### src/rtl/swire_req_pkg.sv
package swire_req_pkg;

  typedef struct packed {
    logic load;
    logic advance;
    logic finish;
  } txStrobe_t;

  typedef enum logic {
    TX_IDLE = 1'b0,
    TX_SEND = 1'b1
  } txState_t;

endpackage

### src/rtl/swire_req_ctrl.sv
module swire_req_ctrl
  import swire_req_pkg::*;
(
  input  logic      clk,
  input  logic      rstN,
  input  logic      start,
  input  logic      lastPhase,
  input  logic      lastSym,
  output txStrobe_t strobe,
  output logic      busy,
  output logic      done
);

  txState_t state;

  always_comb begin
    strobe         = '0;
    strobe.load    = (state == TX_IDLE) && start;
    strobe.finish  = (state == TX_SEND) && lastPhase && lastSym;
    strobe.advance = (state == TX_SEND) && !(lastPhase && lastSym);
  end

  always_ff @(posedge clk or negedge rstN) begin
    if (!rstN) begin
      state <= TX_IDLE;
      done  <= 1'b0;
    end else begin
      done <= strobe.finish;
      if (strobe.load)        state <= TX_SEND;
      else if (strobe.finish) state <= TX_IDLE;
    end
  end

  assign busy = (state == TX_SEND);

  AST_BUSY_HOLDS: assert property (@(posedge clk) disable iff (!rstN)
    (state == TX_SEND && !strobe.finish) |=> (state == TX_SEND));

endmodule

### src/rtl/swire_req_datapath.sv
module swire_req_datapath
  import swire_req_pkg::*;
#(
  parameter int CMD_W      = 8,
  parameter int SYM_CYCLES = 16,
  parameter int LOW_ZERO   = 12,
  parameter int LOW_ONE    = 4
) (
  input  logic             clk,
  input  logic             rstN,
  input  txStrobe_t        strobe,
  input  logic [CMD_W-1:0] cmdIn,
  output logic             lineLow,
  output logic             lastPhase,
  output logic             lastSym
);

  localparam int PH_W  = $clog2(SYM_CYCLES);
  localparam int SYM_W = $clog2(CMD_W + 1);
  localparam int RUN_W = $clog2(SYM_CYCLES + 1);

  logic [PH_W-1:0]  phase, nextPhase;
  logic [SYM_W-1:0] symIdx, nextSym;
  logic [CMD_W-1:0] shiftReg, nextShift;
  logic             nextLow;

  function automatic logic lowFor(input logic [PH_W-1:0] ph, input logic b);
    return int'(ph) < (b ? LOW_ONE : LOW_ZERO);
  endfunction

  assign lastPhase = (phase == PH_W'(SYM_CYCLES - 1));
  assign lastSym   = (symIdx == SYM_W'(CMD_W));

  always_comb begin
    nextPhase = phase;
    nextSym   = symIdx;
    nextShift = shiftReg;
    nextLow   = lineLow;
    if (strobe.load) begin
      nextPhase = '0;
      nextSym   = '0;
      nextShift = cmdIn;
      nextLow   = 1'b1;
    end else if (strobe.finish) begin
      nextLow = 1'b0;
    end else if (strobe.advance) begin
      if (lastPhase) begin
        nextPhase = '0;
        nextSym   = symIdx + 1'b1;
        // shift in ones so the stop symbol carries 1-timing
        nextShift = {shiftReg[CMD_W-2:0], 1'b1};
      end else begin
        nextPhase = phase + 1'b1;
      end
      nextLow = lowFor(nextPhase, nextShift[CMD_W-1]);
    end
  end

  always_ff @(posedge clk or negedge rstN) begin
    if (!rstN) begin
      phase    <= '0;
      symIdx   <= '0;
      shiftReg <= '0;
      lineLow  <= 1'b0;
    end else begin
      phase    <= nextPhase;
      symIdx   <= nextSym;
      shiftReg <= nextShift;
      lineLow  <= nextLow;
    end
  end

  // length of the current low stretch, used only by the check below
  logic [RUN_W-1:0] lowRun;
  always_ff @(posedge clk or negedge rstN) begin
    if (!rstN)        lowRun <= '0;
    else if (lineLow) lowRun <= lowRun + 1'b1;
    else              lowRun <= '0;
  end

  AST_LOW_WIDTH: assert property (@(posedge clk) disable iff (!rstN)
    (!lineLow && lowRun != '0) |->
      (int'(lowRun) == LOW_ZERO || int'(lowRun) == LOW_ONE));

endmodule

### src/rtl/swire_req_tx.sv
module swire_req_tx
  import swire_req_pkg::*;
#(
  parameter int CMD_W      = 8,
  parameter int SYM_CYCLES = 16,
  parameter int LOW_ZERO   = 12,
  parameter int LOW_ONE    = 4
) (
  input  logic             clk,
  input  logic             rstN,
  input  logic             start,
  input  logic [CMD_W-1:0] cmd,
  output logic             lineLow,
  output logic             busy,
  output logic             done
);

  txStrobe_t strobe;
  logic      lastPhase;
  logic      lastSym;

  swire_req_ctrl ctrl_i (
    .clk       (clk),
    .rstN      (rstN),
    .start     (start),
    .lastPhase (lastPhase),
    .lastSym   (lastSym),
    .strobe    (strobe),
    .busy      (busy),
    .done      (done)
  );

  swire_req_datapath #(
    .CMD_W      (CMD_W),
    .SYM_CYCLES (SYM_CYCLES),
    .LOW_ZERO   (LOW_ZERO),
    .LOW_ONE    (LOW_ONE)
  ) dp_i (
    .clk       (clk),
    .rstN      (rstN),
    .strobe    (strobe),
    .cmdIn     (cmd),
    .lineLow   (lineLow),
    .lastPhase (lastPhase),
    .lastSym   (lastSym)
  );

  AST_RELEASED_IDLE: assert property (@(posedge clk) disable iff (!rstN)
    !busy |-> !lineLow);

  AST_START_FALLS: assert property (@(posedge clk) disable iff (!rstN)
    $rose(busy) |-> lineLow);

  AST_DONE_PULSE: assert property (@(posedge clk) disable iff (!rstN)
    done |=> !done);

  AST_DONE_AT_END: assert property (@(posedge clk) disable iff (!rstN)
    done |-> (!busy && $past(busy)));

endmodule

### config.mk
export PLATFORM = sky130hd
export DESIGN_NAME = swire_req_tx
export DESIGN_NICKNAME = d
export VERILOG_FILES = /design/src/rtl/swire_req_pkg.sv /design/src/rtl/swire_req_ctrl.sv /design/src/rtl/swire_req_datapath.sv /design/src/rtl/swire_req_tx.sv
export SDC_FILE = /design/constraint.sdc
export NUM_CORES = 1
export LEC_CHECK = 0
export CORE_ASPECT_RATIO = 0.7
export CORE_MARGIN = 2
export CORE_UTILIZATION = 35
export CTS_BUF_LIST = sky130_fd_sc_hd__clkbuf_16
export CTS_CLUSTER_SIZE = 14
export DETAILED_ROUTE_END_ITERATION = 12
export SYNTH_ARGS = -nofsm -noshare
export SYNTH_HDL_FRONTEND = slang
export SYNTH_SLANG_ARGS = --single-unit
### constraint.sdc
create_clock -name clk -period 1.96 [get_ports clk]
set_input_delay 0.196 -clock clk [delete_from_list [all_inputs] [get_ports clk]]
set_output_delay 0.196 -clock clk [all_outputs]
set_load 0.03 [all_outputs]
==> results of run 1 <==
==> synthesized netlist by cell type, types with 2 or more instances <==
| library cell | count | area share |
|---|---|---|
| inv_1 | 11 | 0.039 |
| nand3_1 | 2 | 0.0094 |
| ha_1 | 4 | 0.047 |
| o21ai_0 | 4 | 0.019 |
| clkbuf_1 | 2 | 0.0070 |
| a31oi_1 | 9 | 0.053 |
| dfrtp_1 | 19 | 0.45 |
| buf_2 | 3 | 0.014 |
| a21oi_1 | 2 | 0.0094 |
| nand2_1 | 8 | 0.028 |
| nor2_1 | 5 | 0.018 |
| mux2i_1 | 9 | 0.085 |
| and3b_1 | 7 | 0.058 |
| nand4_1 | 3 | 0.018 |
==> through the flow <==
step	hold WS, ps	power [uW]	instance area (sq um)	setup slack, ps	utilization
floorplan	-99.6	1150	1070	254	-
global placement	472	1310	1250	223	0.439
detailed placement	495	1330	1250	164	0.439
CTS	287	1760	1330	147	0.467
global route	306	1890	1330	14.1	0.467
finish	280	1740	1330	136	0.467
==> power by group through the flow <==
stage	Sequential [uW]	Clock, uW	Combinational, uW
2_1_floorplan	680	0	472
3_3_place_gp	684	0	622
3_5_place_dp	691	0	641
4_1_cts	687	428	645
5_1_grt	713	450	730
6_report	689	415	639
==> state kept, by name (all words and copies together), names as in the netlist <==
register / flops
dp_i.lineLow: 1
dp_i.symIdx: 4
dp_i.shiftReg: 8
ctrl_i.busy: 1
dp_i.phase: 4
ctrl_i.done: 1
==> logic make-up after synthesis <==
kind of cell               Yosys count
and+or+nand+nor                     35
muxes                                9
xor gates and xnor gates             1
buffers and inverters               18
DFF                                 19
AOI/OAI and AO/OA                   21
adders and majority gates            4
==> worst max-delay path by stage <==
| stage | cells past startpoint | startpoint | slack, ps | endpoint |
|---|---|---|---|---|
| 4_1_cts | 7 | dp_i.phase[0]$_DFFE_PN0P_ | 150 | dp_i.lineLow$_DFFE_PN0P_ |
| 2_1_floorplan | 7 | dp_i.phase[2]$_DFFE_PN0P_ | 250 | dp_i.lineLow$_DFFE_PN0P_ |
| 5_1_grt | 7 | dp_i.phase[0]$_DFFE_PN0P_ | 10 | dp_i.lineLow$_DFFE_PN0P_ |
| 3_5_place_dp | 7 | dp_i.phase[0]$_DFFE_PN0P_ | 160 | dp_i.lineLow$_DFFE_PN0P_ |
| 6_report | 7 | dp_i.phase[0]$_DFFE_PN0P_ | 140 | dp_i.lineLow$_DFFE_PN0P_ |
| 3_3_place_gp | 7 | dp_i.phase[1]$_DFFE_PN0P_ | 220 | dp_i.lineLow$_DFFE_PN0P_ |
==> worst reg2reg max path, cell delays in order (launching register included) <==
cell      delay (ps)
dfrtp_1          400
ha_1             290
inv_1             60
a311oi_1         290
inv_1             90
ha_1             290
a21oi_1           60
a31o_2           240
==> area by class of cell <==
type | count | area share
inverters | 11 | 0.0311
clock inverters | 1 | 0.00283
flip-flops and latches | 19 | 0.358
clock buffers | 3 | 0.0566
repair buffers | 19 | 0.132
well taps | 36 | 0.0340
multi-input cells | 70 | 0.385
==> routing by layer <==
layer  track usage  vias up  wire length (um)
met5             0        -                 0
met1         0.203      393              1150
met4        0.0192        0                 4
li1              -      412                 -
met2         0.219       17               956
met3        0.0502        2               116
==> layout by cell type, fill, tap and decap left out, types with 5 or more instances in the layout <==
cell	netlist	routed
nand2_1	8	8
a31oi_1	9	9
inv_1	11	12
nor2_1	5	5
buf_4	0	6
dfrtp_1	19	19
clkdlybuf4s50_1	0	13
mux2i_1	9	9
and3b_1	7	7
==> impl_metrics.env, run 1 <==
export IMPL_status="finished, final reports clean"
export IMPL_gp_congestion=0.863
export IMPL_setup_viol=0
export IMPL_cts_max_level=1
export IMPL_critPathKind="reg2reg"
export IMPL_path_max_fanout=6
export IMPL_start_util=0.375
export IMPL_overflow=0
export IMPL_regArea_sq_um=475
export IMPL_yosysSeqAreaShare=0.446
export IMPL_skew_ps=1.30
export IMPL_cts_made_buffers=3
export IMPL_critPathSlowestCell="dfrtp_1"
export IMPL_grt_pass1_vias=820
export IMPL_hpwl_um=1550
export IMPL_r2r_cells=7
export IMPL_p_sw_frac=0.343
export IMPL_pin_count=14
export IMPL_max_stage_delay_ps=400
export IMPL_wire_per_inst_um=14.0
export IMPL_cts_tree="yes"
export IMPL_yosys_most_used_dff="dfrtp_1"
export IMPL_drt_iter0_drc=45
export IMPL_grt_max_degree=20
export IMPL_irDropWorstVdd_mv=0.547
export IMPL_post_route_min_period_ps=1820
export IMPL_path_cells="ha_1, inv_1, a311oi_1, inv_1, ha_1, a21oi_1, a31o_2"
export IMPL_totalWireLength_um=2230
export IMPL_synth_xor_area_frac=0.00822
export IMPL_post_cts_buffers=0
export IMPL_clock_latency_ps=250
export IMPL_antenna_found_initial=0
export IMPL_p_leak_uw=0.000598
export IMPL_synthAdderAreaFrac=0.0469
export IMPL_synth_compound_area_frac=0.138
export IMPL_async_flop_share=1.00
export IMPL_synthMuxAreaShare=0.0845
export IMPL_rr_endpoint="dp_i.lineLow$_DFFE_PN0P_"
export IMPL_dp_cells=155
export IMPL_yosys_warnings=0
export IMPL_power_switching_uw=597
export IMPL_dieArea_sq_um=3510
export IMPL_syn_nets=122
export IMPL_final_nets=139
export IMPL_netlist_area_sq_um=1070
export IMPL_timing_fmax_mhz=548
export IMPL_tightest_slew_ps=396
export IMPL_arrival_ps=1960
export IMPL_hold_buffers=0
export IMPL_crit_family="compound AO/OA/AOI/OAI gates"
export IMPL_hold_path_class="in2async"
export IMPL_postRouteAntennaNets=0
export IMPL_port_buffers=13
export IMPL_synth_seq_cells=19
export IMPL_synth_top_family_by_area="simple AND/OR/NAND/NOR gates"
export IMPL_rsz0062_at_grt="no"
export IMPL_p_comb_frac=0.367
export IMPL_via_per_inst=5.18
export IMPL_clockPowerShare=0.238
export IMPL_crit_path_end_kind="register"
export IMPL_p_int_uw=1150
export IMPL_max_slew_margin_rel=0.735
export IMPL_cts_clk_slew_worst_paths_ps=50
export IMPL_root_buffer="clkbuf_16"
export IMPL_die_h_um=50.2
export IMPL_synth_edf_count=0
export IMPL_drc_errors=0
export IMPL_p_per_area_nw_per_um2=1310
export IMPL_avgSynthCellArea_sq_um=9.96
export IMPL_antenna_cells=0
export IMPL_yosys_area_share_simple=0.201
export IMPL_clock_sinks=19
export IMPL_syn_instance_count=107
export IMPL_first_pass_iters=4
export IMPL_rrSetupSlack_ps=140
export IMPL_fin_crit_sh=0.931
export IMPL_critPathLaunchType="register"
export IMPL_rows=16
export IMPL_drive_gt1_frac=0.0976
export IMPL_finalMaxSlewViolations=0
export IMPL_die_w_um=70.0
export IMPL_synth_cell_types=33
export IMPL_instances_no_fill=159
export IMPL_cap_violations=0
export IMPL_multi_input_area_sq_um=510
export IMPL_crit_required_ps=2100
export IMPL_num_fill_cells=262
export IMPL_grt_pass1_wl_um=3960
export IMPL_setup_tns_ps=0
export IMPL_core_area_sq_um=2840
export IMPL_area_growth_pct=24.4
export IMPL_track_usage=0.143
export IMPL_clock_path_buffers=2
export IMPL_cts_resized=0
export IMPL_r2r_start="dp_i.phase[0]$_DFFE_PN0P_"
export IMPL_critPathBufInv=2
export IMPL_hold_violations=0
export IMPL_vias=824
export IMPL_seq_power_share=0.395
No activity file was read; power rests on OpenSTA's default activity.
==> run 2, diff against run 1 <==
Settings changed: SLEW_MARGIN set to 20.
==> results of run 2 <==
The final DEF is identical to that of run 1; final timing and power are the same.
